`config.mk`:
```
export PLATFORM = sky130hd
export DESIGN_NAME = intcTop
export DESIGN_NICKNAME = d
export VERILOG_FILES = /design/src/rtl/intc_pkg.sv /design/src/rtl/intc_sequencer.sv /design/src/rtl/intc_datapath.sv /design/src/rtl/intc_top.sv
export SDC_FILE = /design/constraint.sdc
export NUM_CORES = 1
export LEC_CHECK = 0
export ABC_AREA = 1
export CORE_MARGIN = 2
export CORE_UTILIZATION = 39
export CTS_CLUSTER_SIZE = 20
export DETAILED_ROUTE_END_ITERATION = 6
export DONT_BUFFER_PORTS = 1
export PLACE_DENSITY = 0.52
export SYNTH_ARGS = -nofsm -noshare
export SYNTH_HDL_FRONTEND = slang
export SYNTH_SLANG_ARGS = --single-unit
```
`constraint.sdc`:
```
create_clock -name clk -period 3.61 [get_ports clk]
set_input_delay 0.722 -clock clk [delete_from_list [all_inputs] [get_ports clk]]
set_output_delay 0.722 -clock clk [all_outputs]
set_load 0.1 [all_outputs]
```
`src/rtl/intc_pkg.sv`:
```
package intcPkg;
  localparam int DataW = 8;
  localparam logic [DataW-1:0] EoiCode = 8'h20;
  localparam int InitBit = 4;
  localparam int ModeFollowsBit = 0;
  localparam int AutoEoiBit = 1;

  typedef enum logic [1:0] {
    SEQ_READY,
    SEQ_BASE,
    SEQ_LINK,
    SEQ_MODE
  } seqState_t;

  typedef struct packed {
    logic initClear;
    logic baseLoad;
    logic maskLoad;
    logic modeLoad;
    logic eoiCmd;
  } strobes_t;
endpackage

```
`src/rtl/intc_sequencer.sv`:
```
module intcSequencer
  import intcPkg::*;
(
  input  logic             clk,
  input  logic             rstN,
  input  logic             busWe,
  input  logic             busAddr,
  input  logic [DataW-1:0] busWdata,
  output strobes_t         stb
);
  seqState_t stateQ;
  logic      modeFollowsQ;
  logic      cmdWr;
  logic      datWr;

  assign cmdWr = busWe & ~busAddr;
  assign datWr = busWe & busAddr;

  always_comb begin
    stb = '0;
    stb.initClear = cmdWr & busWdata[InitBit];
    stb.baseLoad  = datWr & (stateQ == SEQ_BASE);
    stb.modeLoad  = datWr & (stateQ == SEQ_MODE);
    stb.maskLoad  = datWr & (stateQ == SEQ_READY);
    stb.eoiCmd    = cmdWr & (stateQ == SEQ_READY) & (busWdata == EoiCode);
  end

  always_ff @(posedge clk or negedge rstN) begin
    if (!rstN) begin
      stateQ       <= SEQ_READY;
      modeFollowsQ <= 1'b0;
    end else if (stb.initClear) begin
      stateQ       <= SEQ_BASE;
      modeFollowsQ <= busWdata[ModeFollowsBit];
    end else if (datWr) begin
      unique case (stateQ)
        SEQ_BASE: stateQ <= SEQ_LINK;
        SEQ_LINK: stateQ <= modeFollowsQ ? SEQ_MODE : SEQ_READY;
        SEQ_MODE: stateQ <= SEQ_READY;
        default:  stateQ <= SEQ_READY;
      endcase
    end
  end
endmodule

```
`src/rtl/intc_datapath.sv`:
```
module intcDatapath
  import intcPkg::*;
#(
  parameter int NumIrq = 8,
  parameter int VecW   = 8
) (
  input  logic              clk,
  input  logic              rstN,
  input  logic [NumIrq-1:0] irqIn,
  input  logic [VecW-1:0]   wdata,
  input  strobes_t          stb,
  input  logic              intAck,
  output logic              intOut,
  output logic [VecW-1:0]   vectorOut,
  output logic [NumIrq-1:0] reqQ,
  output logic [NumIrq-1:0] maskQ,
  output logic [NumIrq-1:0] svcQ,
  output logic              autoEoiQ
);
  localparam int IdxW = (NumIrq > 1) ? $clog2(NumIrq) : 1;

  logic [NumIrq-1:0] irqPrevQ;
  logic [VecW-1:0]   baseQ;
  logic [NumIrq-1:0] rise;
  logic [NumIrq-1:0] allow;
  logic [NumIrq-1:0] eligible;
  logic [NumIrq-1:0] winOh;
  logic [NumIrq-1:0] ackOh;
  logic [NumIrq-1:0] eoiOh;
  logic [IdxW-1:0]   winIdx;
  logic              seen;

  assign rise = irqIn & ~irqPrevQ;

  always_comb begin
    seen = 1'b0;
    for (int i = 0; i < NumIrq; i++) begin
      seen     = seen | svcQ[i];
      allow[i] = ~seen;
    end
  end

  assign eligible = reqQ & ~maskQ & allow;
  assign winOh    = eligible & (~eligible + 1'b1);
  assign intOut   = |eligible;

  always_comb begin
    winIdx = IdxW'(NumIrq - 1);
    for (int i = 0; i < NumIrq; i++) begin
      if (winOh[i]) winIdx = IdxW'(i);
    end
  end

  assign vectorOut = baseQ + VecW'(winIdx);
  assign ackOh     = intAck ? winOh : '0;
  assign eoiOh     = stb.eoiCmd ? (svcQ & (~svcQ + 1'b1)) : '0;

  always_ff @(posedge clk or negedge rstN) begin
    if (!rstN) begin
      irqPrevQ <= '0;
      reqQ     <= '0;
      svcQ     <= '0;
      maskQ    <= '1;
      baseQ    <= '0;
      autoEoiQ <= 1'b0;
    end else begin
      irqPrevQ <= irqIn;
      if (stb.initClear) begin
        reqQ     <= '0;
        svcQ     <= '0;
        maskQ    <= '0;
        autoEoiQ <= 1'b0;
      end else begin
        reqQ <= (reqQ & ~ackOh) | rise;
        svcQ <= (svcQ & ~eoiOh) | (autoEoiQ ? '0 : ackOh);
        if (stb.maskLoad) maskQ <= wdata[NumIrq-1:0];
        if (stb.modeLoad) autoEoiQ <= wdata[AutoEoiBit];
      end
      if (stb.baseLoad) baseQ <= wdata;
    end
  end
endmodule

```
`src/rtl/intc_top.sv`:
```
module intcTop
  import intcPkg::*;
(
  input  logic             clk,
  input  logic             rstN,
  input  logic [7:0]       irqIn,
  input  logic             busWe,
  input  logic             busAddr,
  input  logic [DataW-1:0] busWdata,
  input  logic             intAck,
  output logic             intOut,
  output logic [DataW-1:0] vectorOut
);
  strobes_t   stb;
  logic [7:0] reqReg;
  logic [7:0] maskReg;
  logic [7:0] svcReg;
  logic       autoEoi;

  intcSequencer u_seq (
    .clk      (clk),
    .rstN     (rstN),
    .busWe    (busWe),
    .busAddr  (busAddr),
    .busWdata (busWdata),
    .stb      (stb)
  );

  intcDatapath #(.NumIrq(8), .VecW(DataW)) u_dp (
    .clk       (clk),
    .rstN      (rstN),
    .irqIn     (irqIn),
    .wdata     (busWdata),
    .stb       (stb),
    .intAck    (intAck),
    .intOut    (intOut),
    .vectorOut (vectorOut),
    .reqQ      (reqReg),
    .maskQ     (maskReg),
    .svcQ      (svcReg),
    .autoEoiQ  (autoEoi)
  );
endmodule

```
# Word-level counts from Yosys, hierarchy flattened
# Index checks and enable logic that the tools add are counted.
# op_classes
n_addsub	3
eq_ne	4
muxes	21
bitwise_logic	39
reduce_logical	5
# op_table
op	n
$and 8x8->8	7
$mux 8	7
$not 8->8	6
$mux 3	8
$add 8x1->8 const B	2
$or 8x8->8	2
$not 1->1	9
$add 8x3->8	1
$and 1x1->1	8
$eq 8x6->1 const B	1
$reduce_or 8->1	1
$or 1x1->1	7
$mux 2	3
$reduce_bool 2->1	3
$eq 2x2->1 const B	2
$pmux 2 s2	1
$eq 2x1->1 const B	1
$logic_not 2->1	1
$mux 1	2
# totals
ff_bits	44
in_bits	21
word_cells	80

# Depth between registers and ports, before layout
# depth
word_depth	21
mapped_depth	16
depth_no_buf	16

# Modules after synthesis
# From an unflattened synthesis, not the netlist that was laid out.
# unflattened
hier_cells	278
area_unflattened_um2	2351.0
# modules_own_cells
mod	n_inst	cells_per_inst	area_each_um2
intcDatapath	1	235	2083.2
intcSequencer	1	43	267.8

# Least setup slack after synthesis
# Ideal clock, no wire load.
# synth_timing
kind	reg-to-output
start	register u_dp.maskQ[0]
end	output port vectorOut[7]
arrival_time_ps	3485
path_slack_ps	-597
path_stages_with_launch	15
n_path_buf	0
path_cell_list	dfstp_2 -> inv_1 -> nand3_1 -> inv_2 -> nor2_4 -> nand2_2 -> nor2_2 -> inv_1 -> nand3_1 -> inv_1 -> ha_1 -> a31oi_1 -> nor3_1 -> nand3_1 -> xnor2_1
# synth_via
elab_chain_cells	15
# synth_lines
element	line_no	text
from (decl)	intc_datapath.sv:16	output logic [NumIrq-1:0] maskQ,
from (signal assigned)	intc_datapath.sv:76	if (stb.maskLoad) maskQ <= wdata[NumIrq-1:0];
$not 8->8 *	intc_datapath.sv:43	assign eligible = reqQ & ~maskQ & allow;
$and 8x8->8 * (2 in a row)	intc_datapath.sv:43	
$not 8->8	intc_datapath.sv:44	assign winOh = eligible & (~eligible + 1'b1);
$add 8x1->8	intc_datapath.sv:44	
$and 8x8->8 *	intc_datapath.sv:44	
$mux 3 (7 in a row)	intc_datapath.sv:50	if (winOh[i]) winIdx = IdxW'(i);
$mux 3 *	intc_datapath.sv:50	
$add 8x3->8 *	intc_datapath.sv:54	assign vectorOut = baseQ + VecW'(winIdx);
to (decl)	intc_top.sv:12	output logic [DataW-1:0] vectorOut
# Every way passes the cells marked *; elsewhere a longest branch is shown, timed or not.

# Worst setup path after layout
# layout_timing
start	register u_dp.maskQ[0]
end	output port vectorOut[4]
# Same word-level chain as after synthesis.

==> flow_summary.yaml <==
clock_network:
  cts.hold.buffers_added: 0
  clk_root_buffer_cell: "sky130_fd_sc_hd__clkbuf_8"
  cts_inserted_buffers: 5
  tritoncts: "yes"
  worst_skew_pair.late_latency_ps: 300
  cts_htree_levels: 2
  ctsLongestPathBuffers: 2
  clock_pin_slew_on_the_worst_setup_and_hold_paths_ps: 80
  clkSinkCount: 44
drt:
  routed_wire_length_per_instance_um: 13.8
  dr.pass1.iters: 4
  drt.antenna.violating_nets: 0
  wl_mm: 5.09
  post_drt_via_cell_ratio: 4.81
  drtIter0Drc: 143
  total_number_of_vias: 1779
  detail_route.drc_violations: 0
sta:
  max_freq_mhz: 286
  max_slew.worst_pin.slew_ps: 473
  finalMaxSlewViolations: 0
  grt_setup_unrepaired: "yes"
  timing.final.ws_setup_ps: 117
  share_of_the_clock_period_used_by_the_worst_path_pct: 96.7
  slew_headroom_pct: 68.4
  clock_skew_ps: 3.73
  final_hold_viol_count: 0
  fin_hold_ws_ps: 111
  setup-violations-final: 0
  min_period_ps: 3490
global_route:
  grt_start_max_net_pins: 45
  grt_first_pass_wirelength_mm: 8.19
  overflow: 0
  groute.usage.overall_pct: 16.9
  number_of_antenna_violations_at_the_first_check_in_global_routing: 0
  first_global_vias: 1676
floorplan:
  design.portCount: 30
  floorplan.initialDensity_pct: 40.9
  floorplan.rows: 27
  die_height_um: 80.2
  core_area_sq_um: 5540
  design.die.area_sq_um: 6430
  die_x_um: 80.2
synthesis:
  avg_synthesized_cell_area_sq_um: 8.26
  yosysSeqAreaShare_pct: 49.1
  post_synthesis_instance_total: 274
  synth.distinct_cells: 30
  ys_warns: 0
  synth.cell_area_sq_um: 2260
  synth_fp_nets: 303
  yosys_register_bits: 44
hold_path:
  worst_hold_path_type: "input pin to async pin"
critical_path:
  timing.critical_path.to_type: "output port"
  crit_family: "simple AND/OR/NAND/NOR gates"
  cp_slowest_cell: "sky130_fd_sc_hd__dfstp_2"
  required_ps: 2890
  timing.critical_path.depth: 14
  timing.critical_path.buf_inv: 4
  critical_path.startpoint_type: "flip-flop"
  worst-endpoint-arrival_ps: 2770
  path_max_fanout: 5
  critPathMaxStageDelay_ps: 520
  critical_path.cell_chain: "inv_1, nand3_1, inv_2, nor2_4, inv_1, nor2_2, nor4_4, ha_2, fa_2, nand2_1, nand2_1, nand2_1, xor2_2, buf_8"
  worst_r2r_path_depth: 9
  criticalPathCategory: "flip-flop to output port"
  critPathMostFrequentCell: "sky130_fd_sc_hd__nand2_1"
layout:
  final_cell_mix: "sky130_fd_sc_hd__nand2_1 (55), sky130_fd_sc_hd__inv_1 (48), sky130_fd_sc_hd__dfrtp_1 (35)"
  area_delta_synth_final_pct: 23.4
  n_antenna_cell: 0
  number_of_nets_in_the_final_layout: 326
  layout_commonest_cell: "sky130_fd_sc_hd__nand2_1"
  share_of_cells_above_drive_strength_1_pct: 24.5
place:
  preCtsSetupSlack_ps: 227
  port_buffers: 0
  finalWeightedCongestion: 0.892
  dp_hpwl_mm: 3.74
outcome:
  run_status: "finished clean"
run:
  maxCapViolCount: 0
## final cells by class
class,count,area (sq um)
well taps,72,90.1
clock inverters,2,35.0
flip-flops and latches,44,1110
inverters,54,203
clock buffers,6,72.6
repair buffers,20,195
multi-input cells,172,1080
fillers,555,2750
## path summary, 6_finish.rpt
check | endpoint | slack, ps | from
worst max register to register | u_dp.svcQ[4] | 2020 | u_dp.maskQ[0]
max in group asynchronous | u_dp.maskQ[2] | 3320 | rstN
min in group clk | u_dp.irqPrevQ[7] | 450 | irqIn[7]
worst min register to register | u_dp.reqQ[2] | 490 | u_dp.irqPrevQ[2]
worst max-delay path | vectorOut[4] | 120 | u_dp.maskQ[0]
worst min-delay path | u_seq.modeFollowsQ | 110 | rstN
## cells by family (layout without fill, tap and decap cells)
logic type                 Yosys count  after routing  synth area share, %
adders and majority gates            8              8                 4.75
xor gates and xnor gates             6              6                 2.32
DFF                                 44             44                 49.1
AOI/OAI and AO/OA                   51             51                 12.0
and+or+nand+nor                    107            107                 22.1
buffers and inverters               58             82                 9.73
## flip-flops by register name, summed over array words and instances (netlist names)
signal	cells
u_dp.baseQ	8
u_dp.irqPrevQ	8
u_dp.reqQ	8
u_dp.svcQ	8
u_seq.modeFollowsQ	1
u_seq.stateQ	2
u_dp.autoEoiQ	1
u_dp.maskQ	8
## stage by stage
step | TNS [ps] | std cells | util [%] | area, sq um
2_1_floorplan | -128 | 274 | - | 2310
3_3_place_gp | 0 | 353 | 45.2 | 2500
3_5_place_dp | 0 | 353 | 45.2 | 2500
4_1_cts | -110 | 361 | 47.3 | 2620
5_1_grt | -84.3 | 370 | 50.4 | 2790
6_report | 0 | 370 | 50.4 | 2790
## cell usage after synthesis (all sizes together)
library cell / number / area share [%]
xor2: 4 / 1.5
clkbuf: 2 / 0.33
a31oi: 1 / 0.28
o31ai: 1 / 0.33
nor2: 25 / 6.1
buf: 2 / 0.44
nor4: 1 / 0.28
nand4: 7 / 1.9
dfrtp: 36 / 40
fa: 1 / 0.88
xnor2: 2 / 0.77
ha: 7 / 3.9
o21ai: 24 / 5.3
a22oi: 1 / 0.33
o21bai: 1 / 0.33
inv: 53 / 8.8
o22ai: 6 / 1.7
nand3: 14 / 3.3
clkinv: 1 / 0.17
nand2: 59 / 10
dfstp: 8 / 9.3
a21oi: 17 / 3.8
nor3: 1 / 0.22
## worst reg2reg max path, stage by stage, from the launching register on
cell and delay [ps]:
sky130_fd_sc_hd__dfstp_2 520, sky130_fd_sc_hd__inv_1 50, sky130_fd_sc_hd__nand3_1 90, sky130_fd_sc_hd__inv_2 70, sky130_fd_sc_hd__nor2_4 190, sky130_fd_sc_hd__nand2_4 90, sky130_fd_sc_hd__nor2_4 180, sky130_fd_sc_hd__buf_4 140
sky130_fd_sc_hd__nand3_1 60, sky130_fd_sc_hd__a21oi_1 140
## timing repair
item | 4_1_cts | 5_1_grt
gates resized for setup | 2 | 23
buffers inserted | 0 | 9
setup endpoints to repair | 4 | 5
pin swaps | 0 | 13
## metal layers
metal	wire length, um	track usage [%]	up-vias	part of all wire [%]
met5	0	0	-	0
met4	81	5.93	0	1.6
met3	289	4.27	6	5.7
met2	2310	26.9	37	45
met1	2400	22.5	823	47
li1	-	-	913	-
Power is not shown: default switching activity piles up to over one toggle a cycle in this logic, so the estimate is an artifact.
